**src/rtl/bitport_irq.sv**
```systemverilog
module bitport_irq #(
  parameter int NUM_LINES = 16,
  parameter int ADDR_W    = 5
) (
  input  logic                              clk,
  input  logic                              rst_n,
  input  logic [NUM_LINES-1:0]              line_n_i,
  input  logic [ADDR_W-1:0]                 base_i,
  input  logic [ADDR_W-1:0]                 offset_i,
  input  logic                              set_one_i,
  input  logic                              set_zero_i,
  input  logic [$clog2(NUM_LINES)-1:0]      ld_count_i,
  output logic                              bit_o,
  output logic [NUM_LINES-1:0]              word_o,
  output logic                              irq_o
);
  localparam int IDX_W = $clog2(NUM_LINES);
  localparam logic [ADDR_W:0] LINES_A = NUM_LINES[ADDR_W:0];
  localparam logic [IDX_W:0]  FULL_C  = NUM_LINES[IDX_W:0];

  logic [NUM_LINES-1:0] meta_q, sync_q, mask_q;
  logic [ADDR_W-1:0]    eff;
  logic [IDX_W-1:0]     idx;
  logic                 in_rng;
  logic [IDX_W:0]       cnt;

  assign eff    = base_i + offset_i;
  assign idx    = eff[IDX_W-1:0];
  assign in_rng = ({1'b0, eff} < LINES_A);
  assign cnt    = (ld_count_i == '0) ? FULL_C : {1'b0, ld_count_i};

  always_ff @(posedge clk or negedge rst_n) begin
    if (!rst_n) begin
      meta_q <= '1;
      sync_q <= '1;
    end else begin
      meta_q <= line_n_i;
      sync_q <= meta_q;
    end
  end

  always_ff @(posedge clk or negedge rst_n) begin
    if (!rst_n)
      mask_q <= '0;
    else if (in_rng && set_one_i)
      mask_q[idx] <= 1'b1;
    else if (in_rng && set_zero_i)
      mask_q[idx] <= 1'b0;
  end

  assign bit_o = in_rng ? sync_q[idx] : 1'b0;
  assign irq_o = |(~sync_q & mask_q);

  for (genvar j = 0; j < NUM_LINES; j++) begin : g_word
    logic [ADDR_W:0] pos;
    assign pos = {1'b0, eff} + (ADDR_W+1)'(j);
    assign word_o[j] = (pos < LINES_A) && ((IDX_W+1)'(j) < cnt) && sync_q[pos[IDX_W-1:0]];
  end

  logic [1:0] warm_q;
  always_ff @(posedge clk or negedge rst_n) begin
    if (!rst_n)               warm_q <= '0;
    else if (warm_q != 2'd2)  warm_q <= warm_q + 2'd1;
  end

  a_r2_set_arms: assert property (@(posedge clk) disable iff (!rst_n)
    (in_rng && set_one_i) |=> mask_q[$past(idx)]);

  a_r2_clear_disarms: assert property (@(posedge clk) disable iff (!rst_n)
    (in_rng && set_zero_i && !set_one_i) |=> !mask_q[$past(idx)]);

  a_r1_r5_mask_stable: assert property (@(posedge clk) disable iff (!rst_n)
    (!in_rng || (!set_one_i && !set_zero_i)) |=> $stable(mask_q));

  a_r4_two_stage: assert property (@(posedge clk) disable iff (!rst_n)
    (warm_q == 2'd2) |-> (sync_q == $past(line_n_i, 2)));

  a_r3_r6_unarmed_quiet: assert property (@(posedge clk) disable iff (!rst_n)
    (mask_q == '0) |-> !irq_o);
endmodule

```
**config.mk**
```make
export PLATFORM = sky130hd
export DESIGN_NAME = bitport_irq
export DESIGN_NICKNAME = d
export VERILOG_FILES = /design/src/rtl/bitport_irq.sv
export SDC_FILE = /design/constraint.sdc
export NUM_CORES = 1
export LEC_CHECK = 0
export BUFFER_PORTS_ARGS = -buffer_cell sky130_fd_sc_hd__buf_2
export CAP_MARGIN = 10
export CORE_ASPECT_RATIO = 1.4
export CORE_MARGIN = 8
export CORE_UTILIZATION = 55
export DETAILED_ROUTE_END_ITERATION = 10
export PLACE_DENSITY = 0.85
export SLEW_MARGIN = 20
export SYNTH_ARGS = -nofsm -noshare
export SYNTH_HDL_FRONTEND = slang
export SYNTH_SLANG_ARGS = --single-unit
```
**constraint.sdc**
```tcl
create_clock -name clk -period 9.2 [get_ports clk]
set_clock_uncertainty 0.15 [all_clocks]
set_input_delay 0.46 -clock clk [delete_from_list [all_inputs] [get_ports clk]]
set_output_delay 0.46 -clock clk [all_outputs]
set_load 0.01 [all_outputs]
```
==> results of run 1 <==
## per-stage QoR
step	hold slack, ns	setup slack [ns]	utilization	area, µm²	total power, µW
after detailed placement	0.197	4.83	0.600	3890	669
after global placement	0.196	4.91	0.600	3890	658
after CTS	0.0947	4.82	0.613	3970	787
after global routing	0.0867	4.64	0.617	4000	838
final	0.100	4.79	0.617	4000	789
after floorplan	0.0144	5.39	-	3640	570
## routing by layer
metal,up-vias,part of all wire
met5,-,0
met4,0,0.068
met3,41,0.054
met2,124,0.53
met1,1421,0.35
li1,1317,-
## kinds of logic (layout without fill, tap and decap cells)
kind of cell,count (synthesis),in the layout,share of synthesized area
and+or+nand+nor,82,82,0.120
AOI/OAI and AO/OA,70,70,0.160
DFF,48,48,0.341
buffers and inverters,47,89,0.0605
muxes,39,39,0.162
adders and majority gates,20,20,0.0708
xor gates and xnor gates,18,18,0.0866
## layout by cell type (no fill, tap or decap), drive strengths merged, types with 3 or more instances in the layout
master	Yosys	layout
mux2	9	9
and2	7	7
mux4	15	15
xnor3	7	7
xor2	3	3
o21ai	3	3
nor3	6	6
a221oi	4	4
mux2i	15	15
nor2	9	9
nand3	6	6
dfstp	32	32
buf	13	55
dfrtp	16	16
nor3b	4	4
a21oi	8	8
a21o	4	4
clkbuf	9	6
inv	25	25
nand2	21	21
a32o	12	12
a211o	3	3
nor4	3	3
o22ai	9	9
ha	19	19
xnor2	7	7
nand4	18	18
o211ai	3	3
a211oi	9	9
## power breakdown
group	switching (µW)	total [µW]	leakage, µW	internal (µW)
Clock	62.8	116	0.0000412	53.0
Combinational	215	390	0.00120	175
Sequential	24.8	284	0.000528	259
## how the worst max path moves through the flow
stage / start / end
floorplan: base_i[0] / word_o[15]
global placement: base_i[0] / word_o[15]
detailed placement: base_i[0] / word_o[15]
CTS: base_i[0] / word_o[15]
global route: base_i[0] / word_o[15]
finish: base_i[0] / word_o[15]
## cell type report
class | instances | area (µm²) | share of cell area
inverter | 25 | 93.8 | 0.0235
tap | 74 | 92.6 | 0.0231
sequential | 48 | 1240 | 0.310
timing repair buffer | 56 | 308 | 0.0769
clock inverter | 2 | 12.5 | 0.00313
multi-input combinational | 229 | 2180 | 0.545
clock buffer | 6 | 72.6 | 0.0181
## repair_timing
item,in CTS,in global routing
endpoints found under the hold margin,0,14
endpoints found under the setup margin,0,0
hold buffers,0,1
==> implementation parameters, run 1 <==
Parameter                              Value

Status
  Result of the run    completed

Synth
  EDFF count, synth    0
  Library cell with the highest instance count after synthesis    dfstp_2
  Cell area after technology mapping    3640 µm²
  Cell variety after synth    60
  Synth top cells by count    dfstp_2, inv_1, nand2_1
  Top post-synthesis cells by area    dfstp_2, dfrtp_1, mux4_2, ha_1, mux2i_1
  Syn avg cell area    11.2 µm²
  Synth Register Bits    48
  Number of warning messages in the yosys log    0
  Share of the synthesized area in the top cell type    0.231
  Library cell with the largest summed area after synthesis    dfstp_2
  Net Count, Synth    378
  Sequential-to-total area share from yosys stat    0.341
  Instance count of the mapped netlist    324
  Fraction of registers with async set/reset    1.00
  Top_reg_cell synth    dfstp_2

Routing
  Total wirelength of the detailed-routed design    9320 µm
  Number of remaining DRC errors    0
  DRT Pass-1 Iters    4
  Number of vias per cell    6.60
  Wire per inst    21.2 µm
  Antenna viol nets, final    0
  First DRT Iteration DRCs    288
  Via count    2903

STA
  Summed negative setup slack over all endpoints    0 ns
  Number of endpoints failing setup at the final stage    0
  Slew at the pin with the worst max-slew slack    0.699 ns
  Min Tclk post-route    4.41 ns
  RSZ-0062 raised after global routing    false
  Relative slew slack    0.534
  Share of the clock period used by the worst path after layout    0.479
  Final hold violations    0
  Achievable Freq    227 MHz
  Max-slew violation count    0

Critical path
  Critical path data required time    8.59 ns
  Critical path type    in2out
  Stages on the worst setup path    11
  Category of the worst setup path capture point    output pin
  Setup slack, reg-to-reg    8.32 ns
  Buffers and inverters on the worst path    3
  Largest fanout on the critical path    16
  Cell count of the worst reg-to-reg path    1
  Startpoint type of the worst setup path    input port
  Data arrival, critical path    3.80 ns
  Library cell contributing the largest single delay on the critical path    fa_1
  Slowest stage delay, CP    0.95 ns
  Family with the most delay on the worst path    adder cells
  Critical-path cell list    buf_2 -> ha_1 -> fa_1 -> inv_1 -> ha_1 -> xnor3_2 -> mux2i_1 -> or2_2 -> a211o_1 -> a211oi_1 -> buf_2

CTS
  Cts bufs inserted    5
  Clock tree buffer depth    2
  Number of buffers added for setup after CTS    0
  CTS tree    done
  CTS clk-pin slew, worst paths    0.08 ns
  Post-cts resize count    0
  H-Tree Level Count    2
  Worst-Skew Late Latency    0.29 ns
  Sink Count    48
  Clock Tree Root    clkbuf_8

Global route
  Busiest grt layer    met2
  Wire length of the first global-routing pass    15300 µm
  Total GRT Usage    0.201
  Global-route congestion overflow total    0
  Initial antenna violation count    0
  GR met2 Demand/Resource    0.354
  Grt met3 use    0.0351
  Maximum number of pins on one net before global-route repair    49
  Via count of the first global-routing pass    3036
  Met1 demand-to-capacity share in global routing    0.210

Pwr
  Static power due to leakage    0.00177 µW
  Maximum vdd drop    148 µV
  Power density cells    197 nW/µm²

Hold path
  Sink of the worst hold path    meta_q[3]
  Instance count along the most critical hold path    1
  Path class of the lowest-slack min-delay path    in2reg
  Hold path startpoint    line_n_i[3]

Die
  Top-Level Pins    52
  Site Rows    35
  Die Y-Extent    112 µm
  Core region area    6480 µm²
  Die width    84.8 µm
  Full die area    9520 µm²
  Starting utilization of the core area    0.562

Place
  Count of input and output buffers    51
  Sum of net half-perimeters after detailed placement    7280 µm
  Cells after DPL    430
  RePlAce Congestion    0.950

Layout
  Filler cells    511
  P&R area growth vs syn    9.86%
  Share of layout cells above drive strength 1    0.358
  Diodes inserted    0
  Post-route non-filler standard cell count    440
  Layout net count    419

Flow run
  Number of maximum-capacitance constraint violations    0
Note: power is estimated with default switching activity, not from simulation.
==> inputs of run 2 (changes only) <==
Settings changed: ABC_AREA from default to 1.
Clock period 9.2 ns to 4.2 ns, I/O delays scaled along.
==> implementation parameters, run 2 <==
Parameter                              Value

Status
  Result of the run    completed

Critical path
  Category of the worst setup path capture point    output pin
  Slowest stage delay, CP    0.44 ns (-0.51 ns)
  Setup slack, reg-to-reg    3.33 ns (-4.99 ns)
  Buffers and inverters on the worst path    6 (+3)
  Largest fanout on the critical path    18 (+2)
  Startpoint type of the worst setup path    input port
  Critical path type    in2out
  Critical path data required time    3.84 ns (-4.75 ns)
  Critical-path cell list    buf_2 -> ha_1 -> fa_1 -> buf_4 -> inv_2 -> ha_1 -> inv_1 -> a21oi_1 -> inv_1 -> nand3_1 -> nand2_1 -> nand2_1 -> nand3_1 -> nor2_1 -> buf_2
  Library cell contributing the largest single delay on the critical path    fa_1
  Data arrival, critical path    2.70 ns (-1.10 ns)
  Family with the most delay on the worst path    adder cells

Synth
  Instance count of the mapped netlist    580 (+79%)
  Synth top cells by count    nand2_1, nand3_1, inv_1
  Net Count, Synth    634 (+68%)
  Top post-synthesis cells by area    nand2_1, dfstp_2, nand3_1, dfrtp_1, ha_1
  Library cell with the largest summed area after synthesis    nand2_1
  Cell area after technology mapping    3760 µm² (+3.3%)
  Cell variety after synth    30 (-50%)
  Sequential-to-total area share from yosys stat    0.330 (-0.0109)
  Library cell with the highest instance count after synthesis    nand2_1
  EDFF count, synth    0 (unchanged)
  Fraction of registers with async set/reset    1.00 (unchanged)
  Top_reg_cell synth    dfstp_2
  Syn avg cell area    6.49 µm² (-42%)
  Number of warning messages in the yosys log    0 (unchanged)
  Synth Register Bits    48 (unchanged)
  Share of the synthesized area in the top cell type    0.255 (+0.0246)

Die
  Core region area    6610 µm² (+2.0%)
  Site Rows    35 (unchanged)
  Full die area    9780 µm² (+2.7%)
  Die width    85.9 µm (+1.3%)
  Top-Level Pins    52 (unchanged)
  Die Y-Extent    114 µm (+1.4%)
  Starting utilization of the core area    0.569 (+0.00700)

STA
  RSZ-0062 raised after global routing    false
  Final hold slack    0.0952 ns (-0.00520 ns)
  Slew at the pin with the worst max-slew slack    0.966 ns (+0.268 ns)
  Final hold violations    0 (unchanged)
  Share of the clock period used by the worst path after layout    0.729
  Min Tclk post-route    3.06 ns
  Summed negative setup slack over all endpoints    0 ns (unchanged)
  Relative slew slack    0.356 (-0.178)
  Number of endpoints failing setup at the final stage    0 (unchanged)
  Max-slew violation count    0 (unchanged)
  Achievable Freq    327 MHz

Routing
  Antenna viol nets, final    0 (unchanged)
  First DRT Iteration DRCs    287 (-0.35%)
  Via count    4048 (+39%)
  DRT Pass-1 Iters    5 (+1)
  Total wirelength of the detailed-routed design    10500 µm (+13%)
  Number of vias per cell    5.49 (-17%)
  Wire per inst    14.3 µm (-33%)
  Number of remaining DRC errors    0 (unchanged)

CTS
  CTS tree    done
  Clock Tree Root    clkbuf_8
  Cts bufs inserted    5 (unchanged)
  H-Tree Level Count    2 (unchanged)
  Sink Count    48 (unchanged)
  Number of buffers added for setup after CTS    0 (unchanged)
  Worst-Skew Late Latency    0.29 ns (about the same)
  CTS Hold Bufs    17 (+17)
  Post-cts resize count    0 (unchanged)
  Clock tree buffer depth    2 (unchanged)
  CTS clk-pin slew, worst paths    0.08 ns (about the same)

Pwr
  Power density cells    403 nW/µm² (+100%)
  Post-layout power    1740 µW (+120%)
  Static power due to leakage    0.00237 µW (+34%)
  Maximum vdd drop    596 µV (+300%)

Layout
  Leading cell type in the layout, fill and taps excluded    nand2_1
  Summed area of non-filler cells in the final layout    4330 µm² (+8.3%)
  Share of layout cells above drive strength 1    0.181 (-0.177)
  Diodes inserted    0 (unchanged)
  Top library cells by usage in the layout, fill and taps aside    nand2_1, nand3_1, inv_1
  Util after Layout    0.655 (+0.0377)
  P&R area growth vs syn    15.1%
  Layout net count    698 (+67%)

Place
  Count of input and output buffers    51 (unchanged)
  Sum of net half-perimeters after detailed placement    8090 µm (+11%)
  RePlAce Congestion    0.958 (+0.85%)
  Placement-stage cell area    4050 µm² (+4.1%)

Hold path
  Path class of the lowest-slack min-delay path    in2reg

Global route
  Initial antenna violation count    0 (unchanged)
  Total GRT Usage    0.219 (+0.0183)
  Via count of the first global-routing pass    3883 (+28%)
  Global-route congestion overflow total    0 (unchanged)
  Wire length of the first global-routing pass    17500 µm (+14%)
  Maximum number of pins on one net before global-route repair    49 (unchanged)

Flow run
  Number of maximum-capacitance constraint violations    0 (unchanged)
==> run 2: changes by cell type after synthesis, sizes merged, moves of 15 or more <==
cell   delta
nand2   +244
nand3    +85
nor2     +35
inv      +30
mux2i    -15
mux4     -15
nand4    -15
o21ai    +15
==> run 2: per-layer routing <==
layer / up-vias / wire length [µm] / GRT usage
li1: 1968 / - / -
met1: 1831 / 3810 / 0.224
met2: 198 / 5240 / 0.385
met3: 51 / 734 / 0.0396
met4: 0 / 728 / 0.168
met5: - / 0 / 0
==> run 2: layout make-up <==
cell class / count / area (µm²)
Fill cell: 603 / 2280
Clock buffer: 7 / 108
Multi-Input combinational cell: 463 / 2200
Inverter: 55 / 206
Timing Repair Buffer: 71 / 448
Tap cell: 92 / 115
Clock inverter: 1 / 8.76
Sequential cell: 48 / 1240
==> run 2: worst paths after layout <==
check,endpoint,depth (start not counted),startpoint
min reg2reg,sync_q[11],0,meta_q[11]
max reg2reg,register,2,register
min in group asynchronous,asynchronous set/reset pin,2,rst_n
min,register,3,set_one_i
max in group asynchronous,asynchronous set/reset pin,2,rst_n
max,word_o[15],15,base_i[0]
==> run 2: cell families after synthesis <==
kind of cell | Yosys count | share of synthesized area
and+or+nand+nor | 410 | 0.468
buffers and inverters | 69 | 0.0841
DFF | 48 | 0.330
AOI/OAI and AO/OA | 33 | 0.0496
adders and majority gates | 20 | 0.0685
==> run 2: worst min-delay path: stages <==
cell and delay (ns):
buf_2 0.09, inv_1 0.09, o21ai_0 0.11
==> run 2: per-stage QoR <==
stage	instances	setup WS (ns)
floorplan	580	1.65
global placement	712	1.23
detailed placement	712	1.19
CTS	737	1.18
global route	737	0.946
finish	737	1.14
==> run 2: power by group <==
group          switching [µW]  leakage, µW  internal, µW
Combinational             533      0.00178           274
Sequential               55.8     0.000531           567
Clock                     143    0.0000596           170
Total                     732      0.00237          1010
==> inputs of run 3 (changes only) <==
Settings changed: ABC_AREA 1 to 0.
Clock period 4.2 ns to 3 ns, I/O delays scaled along.
==> implementation parameters, run 3 (synthesized netlist as in run 1, its figures left out) <==
Parameter                              Value

Status
  Result of the run    completed

Routing
  Via count    3081 (-24%)
  Total wirelength of the detailed-routed design    9630 µm (-8.4%)
  First DRT Iteration DRCs    145 (-49%)
  Number of remaining DRC errors    0 (unchanged)
  DRT Pass-1 Iters    4 (-1)
  Antenna viol nets, final    0 (unchanged)
  Wire per inst    20.0 µm (+40%)
  Number of vias per cell    6.41 (+17%)

Place
  DP Worst Slack    -0.0338 ns (-1.22 ns)
  Count of input and output buffers    51 (unchanged)
  Sum of net half-perimeters after detailed placement    7610 µm (-5.9%)
  RePlAce Congestion    0.993 (+3.6%)

STA
  Relative slew slack    0.456 (+0.0996)
  Share of the clock period used by the worst path after layout    0.994
  Final hold violations    0 (unchanged)
  RSZ-0062 raised after global routing    true
  Achievable Freq    336 MHz
  Max-slew violation count    0 (unchanged)
  Slew at the pin with the worst max-slew slack    0.813 ns (-0.153 ns)
  Number of endpoints failing setup at the final stage    0 (unchanged)
  Min setup slack post-route    0.0195 ns (-1.12 ns)
  Min Tclk post-route    2.98 ns

Pwr
  Post-layout power    2700 µW (+55%)
  Maximum vdd drop    613 µV (+2.9%)
  Static power due to leakage    0.00198 µW (-17%)
  Power density cells    600 nW/µm² (+49%)

Layout
  P&R area growth vs syn    23.4%
  Top library cells by usage in the layout, fill and taps aside    buf_2, dfstp_2, buf_4
  Layout net count    460 (-34%)
  Share of layout cells above drive strength 1    0.430 (+0.249)
  Leading cell type in the layout, fill and taps excluded    buf_2
  Util after Layout    0.694 (+0.0386)
  Filler cells    470 (-22%)
  Diodes inserted    0 (unchanged)

Die
  Starting utilization of the core area    0.562 (-0.00700)
  Die Y-Extent    112 µm (-1.4%)
  Top-Level Pins    52 (unchanged)
  Site Rows    35 (unchanged)
  Full die area    9520 µm² (-2.7%)
  Core region area    6480 µm² (-2.0%)
  Die width    84.8 µm (-1.3%)

CTS
  H-Tree Level Count    2 (unchanged)
  Sink Count    48 (unchanged)
  Worst-Skew Late Latency    0.30 ns (about the same)
  Cts bufs inserted    5 (unchanged)
  CTS clk-pin slew, worst paths    0.09 ns (about the same)
  Clock Tree Root    clkbuf_8
  Number of buffers added for setup after CTS    0 (unchanged)
  Clock tree buffer depth    2 (unchanged)
  CTS tree    done

Critical path
  Setup slack, reg-to-reg    2.12 ns (-1.21 ns)
  Critical path data required time    2.70 ns (-1.14 ns)
  Startpoint type of the worst setup path    input port
  Library cell contributing the largest single delay on the critical path    fa_2
  Category of the worst setup path capture point    output pin
  Critical path type    in2out
  Slowest stage delay, CP    0.59 ns (+0.15 ns)
  Data arrival, critical path    2.68 ns (-0.02 ns)
  Largest fanout on the critical path    4 (-14)
  Critical-path cell list    buf_2 -> ha_4 -> fa_2 -> clkinvlp_4 -> ha_4 -> xnor3_2 -> mux2i_4 -> or2_4 -> a211o_1 -> a211oi_2 -> buf_2

Global route
  Maximum number of pins on one net before global-route repair    49 (unchanged)
  Total GRT Usage    0.212 (-0.00719)
  Initial antenna violation count    0 (unchanged)
  Wire length of the first global-routing pass    16000 µm (-8.8%)
  Global-route congestion overflow total    0 (unchanged)
  Via count of the first global-routing pass    3188 (-18%)

Flow run
  Number of maximum-capacitance constraint violations    0 (unchanged)

Hold path
  Path class of the lowest-slack min-delay path    in2reg
run 3: changes by cell type in the layout (fill, tap and decap cells not counted), sizes merged, moves of 26 or more:
cell / before / now
nor2: 44 / 9
nand3: 91 / 6
buf: 54 / 80
inv: 55 / 26
nand2: 265 / 21
run 3: cell type report:
cell class / count / area [µm²] / area share
clock buffer: 5 / 68.8 / 0.0153
clock inverter: 3 / 45.0 / 0.0100
inverter: 25 / 100 / 0.0223
multi-input combinational: 229 / 2290 / 0.509
sequential: 48 / 1240 / 0.276
tap: 74 / 92.6 / 0.0206
timing repair buffer: 97 / 658 / 0.146
run 3: worst paths after layout:
| check | from | endpoint | depth (start not counted) |
|---|---|---|---|
| worst min-delay path | set_one_i | register | 2 |
| worst max-delay path | base_i[0] | word_o[15] | 11 |
| max in group asynchronous | rst_n | meta_q[12] | 2 |
| worst min register to register | meta_q[10] | sync_q[10] | 0 |
| min in group asynchronous | rst_n | asynchronous set/reset pin | 2 |
| worst max register to register | register | register | 1 |
run 3: through the flow:
stage	cell area (µm²)	hold slack [ns]	instances	TNS, ns
2_1_floorplan	3690	-0.296	324	0
3_3_place_gp	4140	0.105	456	0
3_5_place_dp	4140	0.106	456	-0.0338
4_1_cts	4440	0.128	481	0
5_1_grt	4500	0.152	481	-0.167
6_report	4500	0.144	481	0
run 3: routing by layer:
| metal | track usage | part of all wire | up-vias | wire (µm) |
|---|---|---|---|---|
| met5 | 0 | 0 | - | 0 |
| met4 | 0.177 | 0.075 | 0 | 722 |
| met3 | 0.0336 | 0.047 | 36 | 450 |
| met2 | 0.369 | 0.52 | 118 | 5010 |
| met1 | 0.219 | 0.36 | 1529 | 3440 |
| li1 | - | - | 1398 | - |
run 3: repair_timing:
action                                  CTS  global route
gates resized for setup                   2            14
pin swaps                                 3             3
hold buffers                             17             0
endpoints found under the setup margin    1            11
hold endpoints to repair                 32             0
run 3: worst max-delay path: cells and delay by family:
kind,cells,cell delay (ns)
adders and majority gates,3,0.92
AOI/OAI and AO/OA,2,0.45
buffers and inverters,3,0.40
xor gates and xnor gates,1,0.29
and+or+nand+nor,1,0.24
muxes,1,0.23
run 3: power breakdown:
group	switching [µW]	internal, µW	total [µW]
clock	210	251	461
combinational	702	662	1360
sequential	79.9	794	874
